[config.mk]
export PLATFORM = sky130hd
export DESIGN_NAME = fmul_exec_unit
export DESIGN_NICKNAME = d
export VERILOG_FILES = /design/src/rtl/fmul_pkg.sv /design/src/rtl/fmul_decode.sv /design/src/rtl/fmul_regfile.sv /design/src/rtl/fmul_mul_stage.sv /design/src/rtl/fmul_round_stage.sv /design/src/rtl/fmul_exec_unit.sv
export SDC_FILE = /design/constraint.sdc
export NUM_CORES = 2
export LEC_CHECK = 0
export BUFFER_PORTS_ARGS = -buffer_cell sky130_fd_sc_hd__buf_2
export CORE_MARGIN = 3
export CORE_UTILIZATION = 62
export CTS_CLUSTER_DIAMETER = 30
export DETAILED_ROUTE_END_ITERATION = 6
export PLACE_DENSITY_LB_ADDON = 0.05
export SLEW_MARGIN = 20
export SYNTH_ARGS = -nofsm -noshare
export SYNTH_HDL_FRONTEND = slang
export SYNTH_SLANG_ARGS = --single-unit
[constraint.sdc]
create_clock -name clk -period 10.4 [get_ports clk]
set_input_delay 1.04 -clock clk [delete_from_list [all_inputs] [get_ports clk]]
set_output_delay 1.04 -clock clk [all_outputs]
set_load 0.01 [all_outputs]
[src/rtl/fmul_pkg.sv]
package fmul_pkg;
    localparam int FP_W     = 32;
    localparam int EXP_W    = 8;
    localparam int MAN_W    = 23;
    localparam int SIG_W    = MAN_W + 1;
    localparam int PROD_W   = 2 * SIG_W;
    localparam int EXP_BIAS = (1 << (EXP_W - 1)) - 1;
    localparam int EXP_MAX  = (1 << EXP_W) - 1;
    localparam int ESUM_W   = EXP_W + 3;

    localparam int NREG     = 8;
    localparam int IDX_W    = $clog2(NREG);
    localparam int INSTR_W  = 32;
    localparam int HALF_W   = INSTR_W / 2;

    localparam logic [HALF_W-1:0] OPC_UPPER = 16'hE700;

    localparam int STAT_W   = 7;
    localparam int STAT_UF  = 5;
    localparam int STAT_OF  = 6;

    typedef enum logic {
        ST_IDLE,
        ST_EXEC
    } pipe_state_t;

    typedef struct packed {
        logic             legal;
        logic [IDX_W-1:0] dst;
        logic [IDX_W-1:0] srb;
        logic [IDX_W-1:0] src;
    } dec_t;

    typedef struct packed {
        logic                     sign;
        logic                     zero;
        logic signed [ESUM_W-1:0] esum;
        logic [PROD_W-1:0]        prod;
        logic [IDX_W-1:0]         dst;
    } stage_t;
endpackage

[src/rtl/fmul_decode.sv]
module fmul_decode
    import fmul_pkg::*;
(
    input  logic               issue_valid,
    input  logic [INSTR_W-1:0] instr,
    output dec_t               dec
);
    localparam int FIELD_TOP = 3 * IDX_W;

    logic upper_ok;
    logic pad_ok;

    always_comb begin
        upper_ok  = (instr[INSTR_W-1:HALF_W] == OPC_UPPER);
        pad_ok    = (instr[HALF_W-1:FIELD_TOP] == '0);
        dec.legal = issue_valid && upper_ok && pad_ok;
        dec.dst   = instr[IDX_W-1:0];
        dec.srb   = instr[2*IDX_W-1:IDX_W];
        dec.src   = instr[FIELD_TOP-1:2*IDX_W];
    end
endmodule

[src/rtl/fmul_regfile.sv]
module fmul_regfile
    import fmul_pkg::*;
(
    input  logic                 clk,
    input  logic                 rst_n,
    input  logic                 pre_we,
    input  logic [IDX_W-1:0]     pre_idx,
    input  logic [FP_W-1:0]      pre_data,
    input  logic                 wb_we,
    input  logic [IDX_W-1:0]     wb_idx,
    input  logic [FP_W-1:0]      wb_data,
    input  logic [IDX_W-1:0]     rd_idx_b,
    input  logic [IDX_W-1:0]     rd_idx_c,
    output logic [FP_W-1:0]      rd_b,
    output logic [FP_W-1:0]      rd_c,
    output logic [NREG*FP_W-1:0] regs_flat
);
    logic [FP_W-1:0] entry_q [NREG];

    for (genvar gi = 0; gi < NREG; gi++) begin : g_entry
        always_ff @(posedge clk) begin
            if (!rst_n) begin
                entry_q[gi] <= '0;
            end else if (wb_we && (wb_idx == IDX_W'(gi))) begin
                entry_q[gi] <= wb_data;
            end else if (pre_we && (pre_idx == IDX_W'(gi))) begin
                entry_q[gi] <= pre_data;
            end
        end
        assign regs_flat[gi*FP_W +: FP_W] = entry_q[gi];
    end

    assign rd_b = entry_q[rd_idx_b];
    assign rd_c = entry_q[rd_idx_c];
endmodule

[src/rtl/fmul_mul_stage.sv]
module fmul_mul_stage
    import fmul_pkg::*;
(
    input  logic             clk,
    input  logic             rst_n,
    input  logic             load,
    input  logic [IDX_W-1:0] dst,
    input  logic [FP_W-1:0]  op_b,
    input  logic [FP_W-1:0]  op_c,
    output stage_t           q
);
    localparam logic signed [ESUM_W-1:0] BIAS_X = ESUM_W'(EXP_BIAS);

    logic [EXP_W-1:0]         exp_b;
    logic [EXP_W-1:0]         exp_c;
    logic [SIG_W-1:0]         sig_b;
    logic [SIG_W-1:0]         sig_c;
    logic signed [ESUM_W-1:0] ext_b;
    logic signed [ESUM_W-1:0] ext_c;
    stage_t                   d;

    always_comb begin
        exp_b  = op_b[FP_W-2 -: EXP_W];
        exp_c  = op_c[FP_W-2 -: EXP_W];
        sig_b  = {1'b1, op_b[MAN_W-1:0]};
        sig_c  = {1'b1, op_c[MAN_W-1:0]};
        ext_b  = ESUM_W'(exp_b);
        ext_c  = ESUM_W'(exp_c);
        d.sign = op_b[FP_W-1] ^ op_c[FP_W-1];
        d.zero = (exp_b == '0) || (exp_c == '0);
        d.esum = ext_b + ext_c - BIAS_X;
        d.prod = PROD_W'(sig_b) * PROD_W'(sig_c);
        d.dst  = dst;
    end

    always_ff @(posedge clk) begin
        if (!rst_n) begin
            q <= '0;
        end else if (load) begin
            q <= d;
        end
    end
endmodule

[src/rtl/fmul_round_stage.sv]
module fmul_round_stage
    import fmul_pkg::*;
(
    input  logic                     sign,
    input  logic                     zero,
    input  logic signed [ESUM_W-1:0] esum,
    input  logic [PROD_W-1:0]        prod,
    output logic [FP_W-1:0]          result,
    output logic                     uf,
    output logic                     of
);
    localparam logic signed [ESUM_W-1:0] E_TOP  = ESUM_W'(EXP_MAX);
    localparam logic signed [ESUM_W-1:0] E_ZERO = '0;

    logic                     hi;
    logic [MAN_W-1:0]         frac;
    logic                     guard;
    logic                     sticky;
    logic                     rnd_up;
    logic [MAN_W:0]           frac_sum;
    logic signed [ESUM_W-1:0] exp_fin;

    always_comb begin
        hi = prod[PROD_W-1];
        if (hi) begin
            frac   = prod[PROD_W-2 -: MAN_W];
            guard  = prod[PROD_W-2-MAN_W];
            sticky = |prod[PROD_W-3-MAN_W:0];
        end else begin
            frac   = prod[PROD_W-3 -: MAN_W];
            guard  = prod[PROD_W-3-MAN_W];
            sticky = |prod[PROD_W-4-MAN_W:0];
        end
        rnd_up   = guard && (sticky || frac[0]);
        frac_sum = {1'b0, frac} + (MAN_W+1)'(rnd_up);
        exp_fin  = esum + ESUM_W'(hi) + ESUM_W'(frac_sum[MAN_W]);

        of = !zero && (exp_fin >= E_TOP);
        uf = !zero && (exp_fin <= E_ZERO);

        if (zero || uf) begin
            result = {sign, {(FP_W-1){1'b0}}};
        end else if (of) begin
            result = {sign, EXP_W'(EXP_MAX - 1), {MAN_W{1'b1}}};
        end else begin
            result = {sign, exp_fin[EXP_W-1:0], frac_sum[MAN_W-1:0]};
        end
    end
endmodule

[src/rtl/fmul_exec_unit.sv]
module fmul_exec_unit
    import fmul_pkg::*;
(
    input  logic                 clk,
    input  logic                 rst_n,
    input  logic                 issue_valid,
    input  logic [INSTR_W-1:0]   instr,
    input  logic                 preload_we,
    input  logic [IDX_W-1:0]     preload_idx,
    input  logic [FP_W-1:0]      preload_data,
    input  logic                 stat_we,
    input  logic [STAT_W-1:0]    stat_wdata,
    input  logic                 flag_clear,
    output logic                 wb_strobe,
    output logic [STAT_W-1:0]    status,
    output logic [NREG*FP_W-1:0] regs_flat
);
    dec_t              dec;
    logic              accept;
    logic [FP_W-1:0]   rd_b;
    logic [FP_W-1:0]   rd_c;
    stage_t            stg;
    logic [FP_W-1:0]   res;
    logic              res_uf;
    logic              res_of;
    pipe_state_t       st_q;
    pipe_state_t       st_d;
    logic [STAT_W-1:0] stat_q;

    fmul_decode u_dec (
        .issue_valid (issue_valid),
        .instr       (instr),
        .dec         (dec)
    );

    assign accept = dec.legal;

    fmul_regfile u_rf (
        .clk       (clk),
        .rst_n     (rst_n),
        .pre_we    (preload_we),
        .pre_idx   (preload_idx),
        .pre_data  (preload_data),
        .wb_we     (wb_strobe),
        .wb_idx    (stg.dst),
        .wb_data   (res),
        .rd_idx_b  (dec.srb),
        .rd_idx_c  (dec.src),
        .rd_b      (rd_b),
        .rd_c      (rd_c),
        .regs_flat (regs_flat)
    );

    fmul_mul_stage u_mul (
        .clk   (clk),
        .rst_n (rst_n),
        .load  (accept),
        .dst   (dec.dst),
        .op_b  (rd_b),
        .op_c  (rd_c),
        .q     (stg)
    );

    fmul_round_stage u_rnd (
        .sign   (stg.sign),
        .zero   (stg.zero),
        .esum   (stg.esum),
        .prod   (stg.prod),
        .result (res),
        .uf     (res_uf),
        .of     (res_of)
    );

    // Control state register
    always_ff @(posedge clk) begin
        if (!rst_n) begin
            st_q <= ST_IDLE;
        end else begin
            st_q <= st_d;
        end
    end

    // Next-state logic: the rounding stage is live only after a legal issue
    always_comb begin
        unique case (st_q)
            ST_IDLE: st_d = accept ? ST_EXEC : ST_IDLE;
            ST_EXEC: st_d = accept ? ST_EXEC : ST_IDLE;
        endcase
    end

    // Outputs decoded from the state
    always_comb begin
        unique case (st_q)
            ST_IDLE: wb_strobe = 1'b0;
            ST_EXEC: wb_strobe = 1'b1;
        endcase
    end

    // Status: full load wins, then sticky set beats clear
    always_ff @(posedge clk) begin
        if (!rst_n) begin
            stat_q <= '0;
        end else if (stat_we) begin
            stat_q <= stat_wdata;
        end else begin
            if (flag_clear) begin
                stat_q[STAT_UF] <= 1'b0;
                stat_q[STAT_OF] <= 1'b0;
            end
            if (wb_strobe && res_uf) begin
                stat_q[STAT_UF] <= 1'b1;
            end
            if (wb_strobe && res_of) begin
                stat_q[STAT_OF] <= 1'b1;
            end
        end
    end

    assign status = stat_q;
endmodule

* Word level (Yosys, flattened, before mapping)
Memory sizes are Yosys's and may differ from the RTL's. Index checks and enable logic that the tools add are counted. Widths: inputs -> output; s select.
Word-level totals: memories 1, input bits 80, word-level logic and storage cells 171, memory bits (writable) 256, output and inout port bits 264, register bits after elaboration 72
Operators by class: mux-type cells 84, reduce and logical (&&, ||, !) cells 36, bitwise logic cells 18, multipliers 1, eq/ne operators 15, add/subtract/negate cells 5, $lt $le $gt $ge 2
Memories:
- u_rf.entry_q | depth 8, width 32, read ports 10, clocked after Yosys merged registers in 0, wr ports 8, line fmul_regfile.sv:18 | logic [FP_W-1:0] entry_q [NREG];
Operators by type and width (count):
- $mux 32 | 16
- $mux 1 | 62
- $mux 31 | 2
- $mul 24x24->48 | 1
- $add 23x1->24 | 1
- $eq 3x3->1 const B | 8
- $logic_and 1x1->1 | 23
- $mux 23 | 1
- $reduce_or 23->1 | 1
- $add 11x1->11 | 2
- $reduce_or 22->1 | 1
- $eq 16x16->1 const B | 1
- $logic_not 8->1 | 2
- $or 1x1->1 | 16
- $eq 3x2->1 const B | 4
- $ge 11x9->1 const B | 1
- $le 11x1->1 const B | 1
- $sub 11x8->11 const B | 1
- $add 8x8->9 | 1
- $logic_not 7->1 | 1
- $eq 3x1->1 const B | 2
- $logic_not 3->1 | 2
- $reduce_bool 3->1 | 2
- $mux 2 | 2
- 5 further kinds | 7

* Longest topological paths before layout
word-level depth 12, gate-level depth with buffers 32

* Cells and area by module
Synthesis repeated with hierarchy kept, for this count alone.
Unflattened totals: cell total of the unflattened synthesis 3734, area, all modules 38655.8 sq um
Modules (own cells, without submodules):
- fmul_mul_stage | times used 1, cells an instance 2439, area each 21715.8 sq um
- fmul_regfile | times used 1, cells an instance 980, area each 14659.1 sq um
- fmul_round_stage | times used 1, cells an instance 269, area each 1829.3 sq um
- fmul_exec_unit | times used 1, cells an instance 28, area each 317.8 sq um
- fmul_decode | times used 1, cells an instance 18, area each 133.9 sq um

* Worst setup path before layout
OpenSTA, ideal clock, no wires.
kind input-to-reg, from in instr[6], to reg u_mul.q[47] in the netlist's numbering, path slack 1.507 ns, library setup time 0.137 ns, buffers on the path 5, arrival time 8.756 ns, cell stages on the path 29, required time 10.263 ns, path through buf_2 buf_2 buf_2 mux4_2 mux2i_1 clkbuf_1 nor2_1 fa_1 fa_1 inv_1 fa_1 fa_1 inv_1 fa_1 fa_1 inv_1 fa_1 inv_1 ha_1 clkbuf_1 nand3_1 o211ai_1 a21oi_1 or4_1 and3_1 o21ai_1 a221oi_1 nand4_1 o221ai_1
On the way: word-level cells in the longest chain between the ends 2
RTL lines:
- start: declaration | line fmul_exec_unit.sv:7 | input logic [INSTR_W-1:0] instr,
- $mem_v2 8x32
- $mul 24x24->48 | line fmul_mul_stage.sv:32 | d.prod = PROD_W'(sig_b) * PROD_W'(sig_c);
- end signal: assignment | line fmul_mul_stage.sv:38 | q <= '0;
- end signal: assignment | line fmul_mul_stage.sv:40 | q <= d;
- end: declaration | line fmul_mul_stage.sv:10 | output stage_t q
No other way between the ends. A chain may end at the register's enable or synchronous reset.

* Final worst setup path
from in instr[6], to reg u_mul.q[40] in the netlist's numbering
Same word-level chain as after synthesis.

==> reports/metrics.cfg <==
[timing]
hold_viol = 0
finalSetupTns_ps = 0
rsz0062_at_grt = no
post-route-period-util = 0.896
skew_ps = 43.3
slew_headroom = 0.197
maxSlewViolCount = 0
post-route-min-period_ps = 9310
max_freq_ghz = 0.107
worstMarginPinSlew_ps = 1200
setup_violations = 0

[floorplanning]
die_y_um = 250
io_pins = 344
core_sq_um = 58200
num_rows = 88
die_w_um = 250
initial_core_util = 0.632
floorplan.die_area_sq_um = 62300

[logic_synthesis]
synth_edf_count = 256
synth_seq_area_share = 0.248
yosysWarningCount = 0
synth_top_flop_cell = edfxtp_1
yosysTopAreaCellShare = 0.263
yosysMostFrequentCell = inv_1
synth.distinct_cells = 70
synth_nets = 4411
async_flop_share = 0
synth_area_leaders = fa_1 26%, edfxtp_1 21%, mux4_2 7.8%
ys_seq_elements = 328
synthesis.instances = 3663
yosys.area.top_type = fa_1
synth_common_cells = 610 x inv_1, 484 x fa_1, 451 x nand2_1
avgSynthCellArea_sq_um = 10.1
syn_area_sq_um = 36800

[worst_hold_path]
hold_class = reg2reg
min_from = u_mul.q[13]
hold-path-cell-count = 2
hold_path_end = u_mul.q[13]

[routing]
vias = 31300
vias_per_cell = 6.59
drc = 0
drtPass1Iterations = 6
totalWireLength_um = 134000
drt_iter0_drc = 3594
final_antenna_net_count = 0
wl_per_cell_um = 28.2

[placement]
numPortBuffers = 343
dpl.hpwl_um = 99800
place_congestion = 1.01

[worst_setup_path]
cp_common_cell = fa_1
cpPeakStageDelay_ps = 620
crit_fanout = 27
setup.worst_path.start_class = input port
crit_slowest_cell = inv_1
rr_worst_depth = 25
crit_type = in2reg
cp.arrival_ps = 9800
reg2reg_slack_ps = 1620
crit_path_end_kind = register
critical_path_required_ps = 10880
reg2reg_from = u_rf.entry_q[6][12]
timing.rr.end = u_mul.q[40]

[cells_and_area]
multiInputGateArea_sq_um = 24600
nNetsFinal = 4672
syn_to_final_growth_pct = 13.0
fillers = 4421
seq_area_sq_um = 9130
layout-drive-gt1-share = 0.189

[flow_run]
maxCapViolCount = 0

[clocking]
cts_num_sinks = 328
postCtsSetupBuffers = 0
cts_buffers = 58
cts_tree = done
clock_latency_ps = 610
ctsHoldBuffers = 0
h-tree-depth = 2
root_buffer = clkbuf_16
cts_buffer_depth = 3
cts_resized = 0
clkTransAtPathRegs_ps = 50

[global_route]
grt_usage = 0.430
grt_pass1_wl_um = 201000
antenna_found_initial = 11
grt_pass1_vias = 32500
grt_max_degree = 61
grt_overflow = 0

[outcome]
outcome = finished, final reports clean

==> state kept, by name, summed over array words and instances, names as in the netlist <==
register / flops
u_mul.q: 64
st_q: 1
status: 7
u_rf.entry_q: 256
==> logic make-up (layout without fill, tap and decap cells) <==
kind of cell    after synthesis  count (layout)  share of synthesized area
flops                       328             328                      0.248
simple gates                983             983                      0.113
xor+xnor                     75              75                     0.0178
buf+inv                     859            1170                     0.0893
mux                         213             213                      0.103
compound gates              537             537                      0.103
fa+ha+maj                   668             668                      0.326
other cells                   0               9                          0
==> worst max-delay path: cells and delay by family <==
kind	cells	cell delay, ps
AO/OA/AOI/OAI	3	1100
XOR/XNOR	1	80
adder cells (fa/ha/maj)	8	4060
buffers and inverters	6	1300
multiplexers	2	1030
AND/OR/NAND/NOR	6	1130
==> how the worst max path moves through the flow <==
stage	to	start	cells past startpoint	slack, ps
finish	u_mul.q[40]	instr[6]	26	1090
global route	u_mul.q[40]	instr[6]	26	780
floorplan	u_mul.q[47]	instr[6]	29	1510
global placement	u_mul.q[40]	instr[6]	26	700
CTS	u_mul.q[40]	instr[6]	26	1210
detailed placement	u_mul.q[40]	instr[6]	26	640
==> layer usage <==
layer,vias up,GRT usage,part of all wire
met3,640,0.115,0.13
met4,10,0.277,0.082
met1,15400,0.521,0.33
li1,12700,-,-
met2,2494,0.684,0.46
met5,-,0,0.00050
==> area by class of cell <==
class	instances	share of cell area
Antenna cell	9	0.000542
Clock buffer	71	0.0376
Clock inverter	39	0.0110
Inverter	624	0.0563
Multi-Input combinational cell	2476	0.593
Sequential cell	328	0.219
Tap cell	765	0.0230
Timing Repair Buffer	436	0.0594
==> stage by stage <==
| stage | utilization | cell area [sq um] | setup WS, ps | hold WS (ps) | cells |
|---|---|---|---|---|---|
| after CTS | 0.714 | 41600 | 1210 | 455 | 4739 |
| after global routing | 0.714 | 41600 | 778 | 471 | 4741 |
| after global placement | 0.679 | 39500 | 695 | 438 | 4629 |
| after detailed placement | 0.679 | 39500 | 645 | 448 | 4629 |
| after floorplan | - | 36800 | 1510 | 429 | 3663 |
| final | 0.714 | 41600 | 1090 | 453 | 4748 |
==> placed cells by master, fill, tap and decap left out, types with 11 or more instances in the layout <==
cell type  netlist  routed
a21oi_1        121     121
buf_2           27     341
xnor2_1         47      47
nand2_1        451     451
and3_1          16      16
and2_1          17      17
nor2b_1         13      13
nand4_1         20      20
nor2_1         349     349
inv_6            0      11
mux2i_1         44      35
xor2_1          28      28
inv_1          610     609
o21ai_0         89      88
mux4_2         128     128
nor3_1          23      15
clkbuf_16        0      60
nor4_1          16      15
edfxtp_1       256     256
ha_1           184     184
a21o_1          24      24
fa_1           484     484
dfxtp_1         72      72
a22o_1         216     216
clkinv_1        14      15
buf_4            1      91
a211oi_1        17      16
mux2_2          40      40
nand3_1         32      32
Power is left out: the tool's default activity adds up to more than one toggle a clock period on the data nets, which glitch-free logic cannot reach.
